--- src/rtl/boot_refresh_ctrl.sv ---
module boot_refresh_ctrl #(
  parameter int ON_CYCLES  = 20,
  parameter int OFF_CYCLES = 20
) (
  input  logic       clk,
  input  logic       rst_n,
  input  logic       en,
  input  logic       uv_supply,
  input  logic       boot_low,
  input  logic       boot_high,
  input  logic [1:0] pwm_cmd,
  output logic       refresh_gl
);
  localparam int MAXC = (ON_CYCLES > OFF_CYCLES) ? ON_CYCLES : OFF_CYCLES;
  localparam int CW = $clog2(MAXC + 1);
  localparam logic [CW-1:0] ON_LAST  = CW'(ON_CYCLES - 1);
  localparam logic [CW-1:0] OFF_LAST = CW'(OFF_CYCLES - 1);

  typedef enum logic [1:0] {ST_MON, ST_ON, ST_OFF} state_t;

  state_t        state;
  logic [CW-1:0] cnt;
  logic          idle;
  logic          allow;

  assign idle  = pwm_cmd[1];
  assign allow = idle & en & ~uv_supply;
  assign refresh_gl = (state == ST_ON) & allow;

  always_ff @(posedge clk or negedge rst_n) begin
    if (!rst_n) begin
      state <= ST_MON;
      cnt   <= '0;
    end else if (uv_supply || boot_high) begin
      state <= ST_MON;
      cnt   <= '0;
    end else if (state == ST_MON) begin
      if (boot_low) state <= ST_ON;
      cnt <= '0;
    end else if (!allow) begin
      state <= ST_ON;
      cnt   <= '0;
    end else if (state == ST_ON) begin
      if (cnt == ON_LAST) begin
        state <= ST_OFF;
        cnt   <= '0;
      end else begin
        cnt <= cnt + 1'b1;
      end
    end else begin
      if (cnt == OFF_LAST) begin
        state <= ST_ON;
        cnt   <= '0;
      end else begin
        cnt <= cnt + 1'b1;
      end
    end
  end

  AST_STOP_ON_HIGH: assert property (@(posedge clk) disable iff (!rst_n)
    boot_high |=> !refresh_gl);
  AST_UV_SILENCES: assert property (@(posedge clk) disable iff (!rst_n)
    uv_supply |=> (state == ST_MON));
  AST_PHASE_RESTART: assert property (@(posedge clk) disable iff (!rst_n)
    !idle |=> (cnt == '0));
  AST_START_EPISODE: assert property (@(posedge clk) disable iff (!rst_n)
    (state == ST_MON && boot_low && !boot_high && !uv_supply) |=> (state == ST_ON));
  AST_CNT_BOUND: assert property (@(posedge clk) disable iff (!rst_n)
    (state == ST_ON) |-> (cnt <= ON_LAST));
endmodule

--- config.mk ---
export PLATFORM = sky130hd
export DESIGN_NAME = boot_refresh_ctrl
export DESIGN_NICKNAME = d
export VERILOG_FILES = /design/src/rtl/boot_refresh_ctrl.sv
export SDC_FILE = /design/constraint.sdc
export NUM_CORES = 1
export LEC_CHECK = 0
export CORE_AREA = 2 2 39 41
export DETAILED_ROUTE_END_ITERATION = 7
export DIE_AREA = 0 0 41 43
export DONT_BUFFER_PORTS = 1
export PLACE_DENSITY = 0.45
export SLEW_MARGIN = 25
export SYNTH_ARGS = -nofsm -noshare
export SYNTH_HDL_FRONTEND = slang
export SYNTH_SLANG_ARGS = --single-unit
--- constraint.sdc ---
create_clock -name clk -period 3.4 [get_ports clk]
set_clock_uncertainty 0.15 [all_clocks]
set_input_delay 0.51 -clock clk [delete_from_list [all_inputs] [get_ports clk]]
set_output_delay 0.51 -clock clk [all_outputs]
set_load 0.02 [all_outputs]
After elaboration in Yosys (flattened, before gate mapping) --
Cells that the tools add are included.
Word-level totals: register bits 7, bits in latches 0, bits in writable memories 0, ROM bits 0, bits of input ports 8, output and inout port bits 1, word-level logic and storage cells 25, memories kept 0
Operators by class: $add $sub $neg 1, multiply operators 0, div/mod/pow operators 0, order comparisons 0, equality and inequality tests 4, shift operators 0, mux-type cells 11, bitwise logic cells 4, reduce and logical (&&, ||, !) cells 3
Operators by type and width (number):
- two-way mux 5 bit | 4
- two-way mux 2 bit | 7
- adder 5 x 1 -> 5 bit (second input constant) | 1
- == test 5 bit (second input constant) | 1
- inequality test 4 x 1 -> 1 bit (second input constant) | 1
- bitwise AND 1 bit | 3
- inequality test 3 bit (second input constant) | 1
- == test 2 x 1 -> 1 bit (second input constant) | 1
- logical NOT 2 bit | 1
- AND reduction 2 bit | 1
- logical OR 1 bit | 1
- inverter 1 bit | 1

Depth between registers and ports, before layout --
Gate-level depths: netlist of run 1.
word-level depth 6, mapped depth 4, mapped depth without buffers 4

Least setup slack after synthesis of run 1 --
OpenSTA, ideal clock, no wires.
path type input to output, start input port pwm_cmd[1], end output port refresh_gl, arrival time 1062 ps, data required time 2740 ps, setup slack 1678 ps, stages 3, path buffers 0, cells stage by stage nand2_1 > nor2b_1 > nor2b_1
On the way: cells in the longest elaborated chain, start to end 3
RTL lines:
- start: declaration | line 11 | input logic [1:0] pwm_cmd,
- bitwise AND 1 bit (2 in a row) | line 27 | assign allow = idle & en & ~uv_supply;
- bitwise AND 1 bit | line 28 | assign refresh_gl = (state == ST_ON) & allow;
- end: declaration | line 12 | output logic refresh_gl
No other way between the ends.

Worst setup path in the final report of run 1 --
start register state[1], end output port refresh_gl
On the way: cells in the longest elaborated chain, start to end 2
RTL lines:
- start: declaration | line 21 | state_t state;
- start signal: assignment | line 32 | state <= ST_MON;
- start signal: assignment | line 35 | state <= ST_MON;
- start signal: assignment | line 38 | if (boot_low) state <= ST_ON;
- == test 2 x 1 -> 1 bit | line 28
- bitwise AND 1 bit | line 28
No other way between the ends.

==> metrics.txt, run 1 <==
# TYPE chip_impl_metric gauge
chip_impl_metric{name="worst_skew_pair.late_latency",unit="ns"} 0.25
chip_impl_metric{name="critPathArrivalTime",unit="ns"} 1.43
chip_impl_info{name="worst_setup_path_end_kind",value="output port"} 1
chip_impl_metric{name="stdcell_area",unit="um2"} 430.4
chip_impl_metric{name="globalRoute.totalOverflow",unit=""} 0
chip_impl_metric{name="postCtsSetupBuffers",unit=""} 0
chip_impl_info{name="hold-path-endpoint",value="state[1]"} 1
chip_impl_metric{name="gp_congestion",unit=""} 0.6323
chip_impl_metric{name="place_ws",unit="ns"} 1.590
chip_impl_info{name="hold_wc_path_type",value="in2reg"} 1
chip_impl_metric{name="groute.usage.overall",unit="%"} 10.63
chip_impl_metric{name="remaining_drc_errors",unit=""} 0
chip_impl_metric{name="route.antenna.remaining_nets",unit=""} 0
chip_impl_metric{name="critical_path.max_stage_delay",unit="ns"} 0.43
chip_impl_metric{name="clockBufferDepth",unit=""} 2
chip_impl_metric{name="fillers",unit=""} 148
chip_impl_metric{name="core_area",unit="um2"} 1384
chip_impl_metric{name="timing.final.crit_share",unit="%"} 61.55
chip_impl_metric{name="max-slew-margin-rel",unit="%"} 72.89
chip_impl_metric{name="drt-vias-per-instance",unit=""} 4.909
chip_impl_metric{name="finalWorstSetupSlack",unit="ns"} 1.307
chip_impl_metric{name="grt_antenna_before_repair",unit=""} 0
chip_impl_metric{name="post_cts_resize_count",unit=""} 0
chip_impl_metric{name="final_core_utilization",unit="%"} 31.10
chip_impl_metric{name="setup_violations",unit=""} 0
chip_impl_metric{name="layout-drive-gt1-share",unit="%"} 15.38
chip_impl_metric{name="timing.final.crit_period",unit="ns"} 2.093
chip_impl_metric{name="h-tree-depth",unit=""} 1
chip_impl_metric{name="start_util",unit="%"} 27.03
chip_impl_info{name="worstPathCellList",value="nor2b_1 > nor2b_1 > nor2b_1"} 1
chip_impl_metric{name="vias",unit=""} 270
chip_impl_metric{name="powerDensity",unit="nW/um2"} 384.2
chip_impl_metric{name="worstPathRequired",unit="ns"} 2.74
chip_impl_info{name="rsz0062_at_grt",value="false"} 1
chip_impl_metric{name="first_global_vias",unit=""} 296
chip_impl_metric{name="worst_setup_hold_path_clk_slew",unit="ns"} 0.05
chip_impl_metric{name="timing_max_transition_violations_final",unit=""} 0
chip_impl_metric{name="netlist_area",unit="um2"} 374.1
chip_impl_metric{name="die-width",unit="um"} 41
chip_impl_metric{name="area_used_by_multi_input_combinational_logic",unit="um2"} 191.4
chip_impl_metric{name="number_of_cts_inserted_buffers",unit=""} 3
chip_impl_metric{name="hold-worst-slack",unit="ns"} 0.1729
chip_impl_metric{name="route.detailed.wl_per_inst",unit="um"} 13.11
chip_impl_metric{name="fin_nets",unit=""} 49
chip_impl_info{name="cell_with_the_largest_stage_delay_on_the_worst_path",value="dfrtp_1"} 1
chip_impl_metric{name="final.setup.tns",unit="ns"} 0
chip_impl_metric{name="ir_drop",unit="mV"} 0.1631
chip_impl_metric{name="finalNonFillerCells",unit=""} 55
chip_impl_metric{name="detail_route.wirelength",unit="um"} 721
chip_impl_metric{name="r2r_cells",unit=""} 4
chip_impl_info{name="cts_tree",value="yes"} 1
chip_impl_metric{name="synth-warning-count",unit=""} 0
chip_impl_metric{name="report.final.hold_viol_count",unit=""} 0
chip_impl_info{name="cts-root-buf",value="clkbuf_4"} 1
chip_impl_metric{name="synth_sequential_area_ratio",unit="%"} 46.82
chip_impl_metric{name="drt_iter0_markers",unit=""} 2
chip_impl_metric{name="number_of_cells_produced_by_synthesis",unit=""} 34
chip_impl_metric{name="fmax",unit="MHz"} 477.9
chip_impl_info{name="layout.cells.most_common_list",value="dfrtp_1, nor2b_1, nor2_1, clkbuf_4, inv_1"} 1
chip_impl_metric{name="post_synth.cell_area_avg",unit="um2"} 11.00
chip_impl_metric{name="worst_slew_pin_slew",unit="ns"} 0.4059
chip_impl_info{name="synth_top_cell_by_area",value="dfrtp_1"} 1
chip_impl_info{name="rr_endpoint",value="state[0]"} 1
chip_impl_metric{name="static-leakage-power",unit="nW"} 0.1618
chip_impl_metric{name="share_of_the_synthesized_area_in_the_top_cell_type",unit="%"} 46.82
chip_impl_info{name="worstSetupStartpointType",value="flip-flop"} 1
chip_impl_info{name="crit_type",value="reg2out"} 1
chip_impl_metric{name="place_inst",unit=""} 50
chip_impl_info{name="final_common_cell",value="dfrtp_1"} 1
chip_impl_metric{name="die_area",unit="um2"} 1763
chip_impl_metric{name="portBuffers",unit=""} 0
chip_impl_metric{name="dr.pass1.iters",unit=""} 2
chip_impl_info{name="worst_path_most_repeated_cell",value="nor2b_1"} 1
chip_impl_metric{name="synth.net_count",unit=""} 43
chip_impl_metric{name="grt_first_pass_wirelength",unit="mm"} 1.228
chip_impl_metric{name="syn_to_final_growth",unit="%"} 15.05
chip_impl_metric{name="power",unit="mW"} 0.1654
chip_impl_metric{name="die_height",unit="um"} 43
chip_impl_metric{name="antennaDiodeCount",unit=""} 0
chip_impl_metric{name="critical_path_peak_fanout",unit=""} 5
chip_impl_metric{name="unique_cell_type_count_in_the_yosys_netlist",unit=""} 22
chip_impl_metric{name="total_clock_sinks",unit=""} 7
chip_impl_metric{name="seq_area",unit="um2"} 175.2
chip_impl_metric{name="ys_ff_latch",unit=""} 7
chip_impl_metric{name="timing.max_cap.violations",unit=""} 0
chip_impl_metric{name="ioPinCount",unit=""} 9
chip_impl_info{name="startpoint_of_the_lowest_slack_register_to_register_path",value="cnt[0]"} 1
chip_impl_metric{name="maximum_number_of_pins_on_one_net_before_global_route_repair",unit=""} 8
chip_impl_info{name="cell_types_with_the_largest_area_share_after_synthesis",value="dfrtp_1, nor2b_1, and4bb_4, o2111ai_2, ha_1"} 1
chip_impl_metric{name="min_path_cells",unit=""} 1
chip_impl_metric{name="reg2reg_setup_slack",unit="ns"} 1.88
chip_impl_metric{name="post_dp_cell_area",unit="um2"} 394.1
chip_impl_metric{name="placement_rows",unit=""} 14
chip_impl_info{name="outcome",value="complete, no violations"} 1
chip_impl_info{name="min-delay-start",value="uv_supply"} 1
sequential cells by signal, indices dropped and copies added, names as in the netlist:
name,flops
cnt,5
state,2
synthesized netlist by cell type:
master and number:
nor2_1 3, o2111ai_2 1, mux2i_1 1, o21ai_0 1, and4bb_4 1, a31oi_1 1
nand4b_1 1, ha_1 1, inv_1 2, nor4_2 1, nor2b_1 4, nand3b_1 1
nand2_1 1, nor4b_1 1, nor4_1 1, a211oi_1 1, dfrtp_1 7, xnor2_1 1
nor3_1 1, nand3_1 1, o31ai_1 1, xor2_1 1
worst max path at each step:
stage                     from    endpoint  slack, ns
floorplan           pwm_cmd[1]  refresh_gl       1.68
global placement    pwm_cmd[1]  refresh_gl       1.63
detailed placement    state[0]  refresh_gl       1.59
CTS                   state[0]  refresh_gl       1.29
global route          state[1]  refresh_gl       1.24
finish                state[1]  refresh_gl       1.31
worst max-delay path, delay by kind of cell (launching register included):
family	cells	cell delay, ns
DFF	1	0.43
and+or+nand+nor	3	0.76
final cells by class:
| class | instances | area share, % |
|---|---|---|
| Tap cell | 16 | 4.651 |
| Inverter | 2 | 1.744 |
| Timing Repair Buffer | 1 | 2.326 |
| Clock buffer | 4 | 6.105 |
| Sequential cell | 7 | 40.70 |
| Multi-Input combinational cell | 25 | 44.48 |
metal layers:
metal / up-vias / GRT usage (%) / part of all wire (%)
met4: 0 / 4.000 / 0
met3: 0 / 6.283 / 3.7
met1: 129 / 11.88 / 46
li1: 137 / - / -
met2: 4 / 15.94 / 50
met5: - / 0 / 0
logic make-up (layout without fill, tap and decap cells):
kind of cell,count (synthesis),after routing,share of synthesized area (%)
adders and majority gates,1,1,3.344
DFF,7,7,46.82
AOI/OAI and AO/OA,5,5,11.04
buffers and inverters,2,7,2.007
and+or+nand+nor,16,16,29.43
xor gates and xnor gates,2,2,4.683
muxes,1,1,2.676
timing repair:
item	in CTS	in global routing
hold buffers	1	0
hold endpoints to repair	7	0
endpoints found under the setup margin	0	0
where the power goes:
part,internal (mW),switching [mW],leakage [nW]
combinational,0.00227,0.00369,0.0496
clock,0.0447,0.0299,0.0150
sequential,0.0840,0.000708,0.0972
Note: power is estimated with default switching activity, not from simulation.
==> inputs of run 2 (changes only) <==
--- a/config.mk
+++ b/config.mk
@@ -5,11 +5,12 @@
 export SDC_FILE = /design/constraint.sdc
 export NUM_CORES = 1
 export LEC_CHECK = 0
+export ABC_AREA = 1
 export CORE_AREA = 2 2 39 41
 export DETAILED_ROUTE_END_ITERATION = 7
 export DIE_AREA = 0 0 41 43
 export DONT_BUFFER_PORTS = 1
-export PLACE_DENSITY = 0.45
+export PLACE_DENSITY = 0.48
 export SLEW_MARGIN = 25
 export SYNTH_ARGS = -nofsm -noshare
 export SYNTH_HDL_FRONTEND = slang
==> constraint.sdc (replaced) <==
create_clock -name clk -period 1.7 [get_ports clk]
set_clock_uncertainty 0.15 [all_clocks]
set_input_delay 0.255 -clock clk [delete_from_list [all_inputs] [get_ports clk]]
set_output_delay 0.255 -clock clk [all_outputs]
set_load 0.02 [all_outputs]
==> run 2 against run 1 <==
Global-route usage is 0.58 points lower; non-clock buffer count stayed put; critical path depth stayed put; synthesized cell count is 47% higher; register-to-register slack worse by 1.5 ns; cell area is 5.5% higher; combinational power grew to 4.5 times the previous value; critical endpoint unchanged; largest power group unchanged.
==> metrics.txt, run 2 <==
# TYPE chip_impl_metric gauge
chip_impl_metric{name="maximum_number_of_pins_on_one_net_before_global_route_repair",unit=""} 8
chip_impl_metric{name="clock_power_share",unit="%"} 42.2
chip_impl_metric{name="h-tree-depth",unit=""} 1
chip_impl_info{name="biggestRegsByFlops",value="cnt x5, state x2"} 1
chip_impl_info{name="gate_family_responsible_for_the_most_delay_along_the_worst_path",value="flip-flops"} 1
chip_impl_info{name="worst_setup_path_end_kind",value="output port"} 1
chip_impl_metric{name="synth.net_count",unit=""} 59
chip_impl_metric{name="number_of_cells_produced_by_synthesis",unit=""} 50
chip_impl_metric{name="synth_sequential_area_ratio",unit="%"} 44.03
chip_impl_metric{name="largest_register_ffs",unit=""} 5
chip_impl_metric{name="portBuffers",unit=""} 0
chip_impl_metric{name="r2r_cells",unit=""} 7
chip_impl_info{name="worstPathCellList",value="nor2_1 > nand2_1 > inv_1"} 1
chip_impl_metric{name="ioPinCount",unit=""} 9
chip_impl_metric{name="die-width",unit="um"} 41
chip_impl_metric{name="worst_slew_pin_slew",unit="ns"} 0.3284
chip_impl_metric{name="timing.final.crit_period",unit="ns"} 1.413
chip_impl_metric{name="comb_power_share",unit="%"} 7.8
chip_impl_info{name="outcome",value="complete, no violations"} 1
chip_impl_metric{name="globalRoute.totalOverflow",unit=""} 0
chip_impl_metric{name="max-slew-margin-rel",unit="%"} 78.03
chip_impl_metric{name="logic_depth_of_the_worst_path_buffers_included",unit=""} 3
chip_impl_metric{name="number_of_cts_inserted_buffers",unit=""} 3
chip_impl_metric{name="p_switching",unit="mW"} 0.07529
chip_impl_metric{name="antennaDiodeCount",unit=""} 0
chip_impl_metric{name="area_used_by_multi_input_combinational_logic",unit="um2"} 200.2
chip_impl_metric{name="critPathArrivalTime",unit="ns"} 1.01
chip_impl_info{name="cell_types_with_the_largest_area_share_after_synthesis",value="dfrtp_1, nand2_1, nor2_1, nand3_1, nand2_2"} 1
chip_impl_info{name="postSynth.topFlopCell",value="dfrtp_1"} 1
chip_impl_info{name="rsz0062_at_grt",value="false"} 1
chip_impl_metric{name="netlist_area",unit="um2"} 397.9
chip_impl_info{name="startpoint_of_the_lowest_slack_register_to_register_path",value="cnt[0]"} 1
chip_impl_metric{name="synth_enable_flop_cells",unit=""} 0
chip_impl_metric{name="route.detailed.wl_per_inst",unit="um"} 8.549
chip_impl_info{name="top_register",value="cnt"} 1
chip_impl_metric{name="route.antenna.remaining_nets",unit=""} 0
chip_impl_metric{name="worstPathRequired",unit="ns"} 1.29
chip_impl_metric{name="die_height",unit="um"} 43
chip_impl_metric{name="worst_skew_pair.late_latency",unit="ns"} 0.24
chip_impl_metric{name="setup_violations",unit=""} 0
chip_impl_metric{name="vias",unit=""} 297
chip_impl_metric{name="ir_drop",unit="mV"} 0.3828
chip_impl_metric{name="hold-worst-slack",unit="ns"} 0.02847
chip_impl_metric{name="seq_area",unit="um2"} 175.2
chip_impl_metric{name="async_reset_ff_share",unit="%"} 100.0
chip_impl_metric{name="reg2reg_setup_slack",unit="ns"} 0.35
chip_impl_metric{name="layout-drive-gt1-share",unit="%"} 23.64
chip_impl_metric{name="share_of_the_synthesized_area_in_the_top_cell_type",unit="%"} 44.03
chip_impl_metric{name="hpwlAfterDp",unit="um"} 494.9
chip_impl_metric{name="syn_to_final_growth",unit="%"} 14.15
chip_impl_metric{name="grt_antenna_before_repair",unit=""} 0
chip_impl_metric{name="drt-vias-per-instance",unit=""} 4.183
chip_impl_metric{name="worst-path-buf-inv",unit=""} 1
chip_impl_metric{name="powerDensity",unit="nW/um2"} 752.7
chip_impl_metric{name="post_cts_resize_count",unit=""} 0
chip_impl_metric{name="unique_cell_type_count_in_the_yosys_netlist",unit=""} 15
chip_impl_metric{name="drt_iter0_markers",unit=""} 4
chip_impl_info{name="rr_endpoint",value="state[0]"} 1
chip_impl_metric{name="critical_path.max_stage_delay",unit="ns"} 0.39
chip_impl_metric{name="die_area",unit="um2"} 1763
chip_impl_metric{name="timing.final.crit_share",unit="%"} 83.13
chip_impl_metric{name="worst_setup_hold_path_clk_slew",unit="ns"} 0.05
chip_impl_info{name="synth_common_cells",value="nand2_1, nor2_1, dfrtp_1"} 1
chip_impl_metric{name="synth-warning-count",unit=""} 0
chip_impl_metric{name="cellInternalPower",unit="mW"} 0.2666
chip_impl_metric{name="gp_congestion",unit=""} 0.6918
chip_impl_metric{name="first_global_vias",unit=""} 286
chip_impl_metric{name="ys_ff_latch",unit=""} 7
chip_impl_metric{name="switching_share",unit="%"} 22.02
chip_impl_info{name="most_frequent_cell_after_synthesis",value="nand2_1"} 1
chip_impl_metric{name="remaining_drc_errors",unit=""} 0
chip_impl_metric{name="fillers",unit=""} 152
chip_impl_metric{name="post_dp_cell_area",unit="um2"} 417.9
chip_impl_metric{name="start_util",unit="%"} 28.75
chip_impl_info{name="hold_wc_path_type",value="in2reg"} 1
chip_impl_info{name="crit_type",value="reg2out"} 1
chip_impl_info{name="synth_top_cell_by_area",value="dfrtp_1"} 1
chip_impl_info{name="worstSetupStartpointType",value="flip-flop"} 1
chip_impl_metric{name="timing.max_cap.violations",unit=""} 0
chip_impl_info{name="final_common_cell",value="nand2_1"} 1
chip_impl_metric{name="static-leakage-power",unit="nW"} 0.2323
chip_impl_metric{name="stdcell_area",unit="um2"} 454.2
chip_impl_info{name="critical_path.startpoint",value="state[1]"} 1
chip_impl_info{name="layout.cells.most_common_list",value="nand2_1, nor2_1, dfrtp_1"} 1
chip_impl_metric{name="critical_path_peak_fanout",unit=""} 3
chip_impl_metric{name="total_clock_sinks",unit=""} 7
chip_impl_metric{name="clockBufferDepth",unit=""} 2
chip_impl_info{name="cp-endpoint",value="refresh_gl"} 1
chip_impl_metric{name="groute.usage.overall",unit="%"} 10.05
chip_impl_metric{name="post_synth.cell_area_avg",unit="um2"} 7.958
chip_impl_metric{name="fin_nets",unit=""} 65
chip_impl_metric{name="core_area",unit="um2"} 1384
chip_impl_metric{name="detail_route.wirelength",unit="um"} 607
chip_impl_metric{name="report.final.hold_viol_count",unit=""} 0
chip_impl_metric{name="postCtsSetupBuffers",unit=""} 0
chip_impl_metric{name="fmax",unit="MHz"} 707.6
chip_impl_metric{name="dr.pass1.iters",unit=""} 3
chip_impl_metric{name="final.setup.tns",unit="ns"} 0
chip_impl_info{name="cell_with_the_largest_stage_delay_on_the_worst_path",value="dfrtp_1"} 1
chip_impl_info{name="cts-root-buf",value="clkbuf_4"} 1
chip_impl_metric{name="placement_rows",unit=""} 14
chip_impl_metric{name="power.share.sequential",unit="%"} 49.9
chip_impl_metric{name="timing_max_transition_violations_final",unit=""} 0
chip_impl_metric{name="cts-hold-fix-buffers",unit=""} 1
chip_impl_info{name="cts_tree",value="yes"} 1
chip_impl_metric{name="grt_first_pass_wirelength",unit="mm"} 1.186
==> run 2: worst min path at each step <==
stage / from / cells after the start / endpoint
floorplan: rst_n / 0 / cnt[0]
global placement: rst_n / 0 / cnt[4]
detailed placement: rst_n / 0 / cnt[4]
CTS: uv_supply / 3 / cnt[2]
global route: uv_supply / 3 / cnt[2]
finish: uv_supply / 3 / cnt[2]
==> run 2: logic make-up (layout without fill, tap and decap cells) <==
family / count (synthesis) / count (layout) / share of synthesized area [%]
AOI/OAI and AO/OA: 1 / 1 / 1.257
xor gates and xnor gates: 2 / 2 / 4.403
adders and majority gates: 1 / 1 / 3.144
buffers and inverters: 6 / 11 / 5.660
DFF: 7 / 7 / 44.03
and+or+nand+nor: 33 / 33 / 41.51
==> run 2: final cells by class <==
class,instances,share of cell area (%)
timing repair buffer,1,2.204
inverter,6,4.959
tap,16,4.408
multi-input combinational,37,44.08
clock buffer,4,5.785
sequential,7,38.57
==> run 2: layer usage <==
| metal | up-vias | share of wire (%) | wire [um] | track usage, % |
|---|---|---|---|---|
| li1 | 163 | - | - | - |
| met1 | 133 | 49 | 298 | 14.00 |
| met2 | 1 | 50 | 302 | 13.13 |
| met3 | 0 | 0.99 | 6 | 3.141 |
| met4 | 0 | 0 | 0 | 6.000 |
| met5 | - | 0 | 0 | 0 |
==> run 2: stage by stage <==
step	utilization [%]	std cells	total power [mW]	setup WS (ns)
after CTS	32.82	71	0.3502	0.2713
after floorplan	-	50	0.1929	0.4482
final	32.82	71	0.3419	0.2868
after global routing	32.82	71	0.3651	0.1569
after global placement	30.20	66	0.1960	0.3358
after detailed placement	30.20	66	0.1959	0.3361
==> run 2: power groups by stage <==
stage                     Sequential, mW  Combinational (mW)  Clock (mW)
final                              0.171              0.0268       0.144
after global routing               0.171              0.0321       0.162
after CTS                          0.171              0.0275       0.152
after detailed placement           0.173              0.0224           0
after global placement             0.174              0.0224           0
after floorplan                    0.173              0.0197           0
==> run 2: worst min-delay path: stages <==
cell and delay, ns:
nor2_2 0.03, nand3_1 0.06, nor3_1 0.04
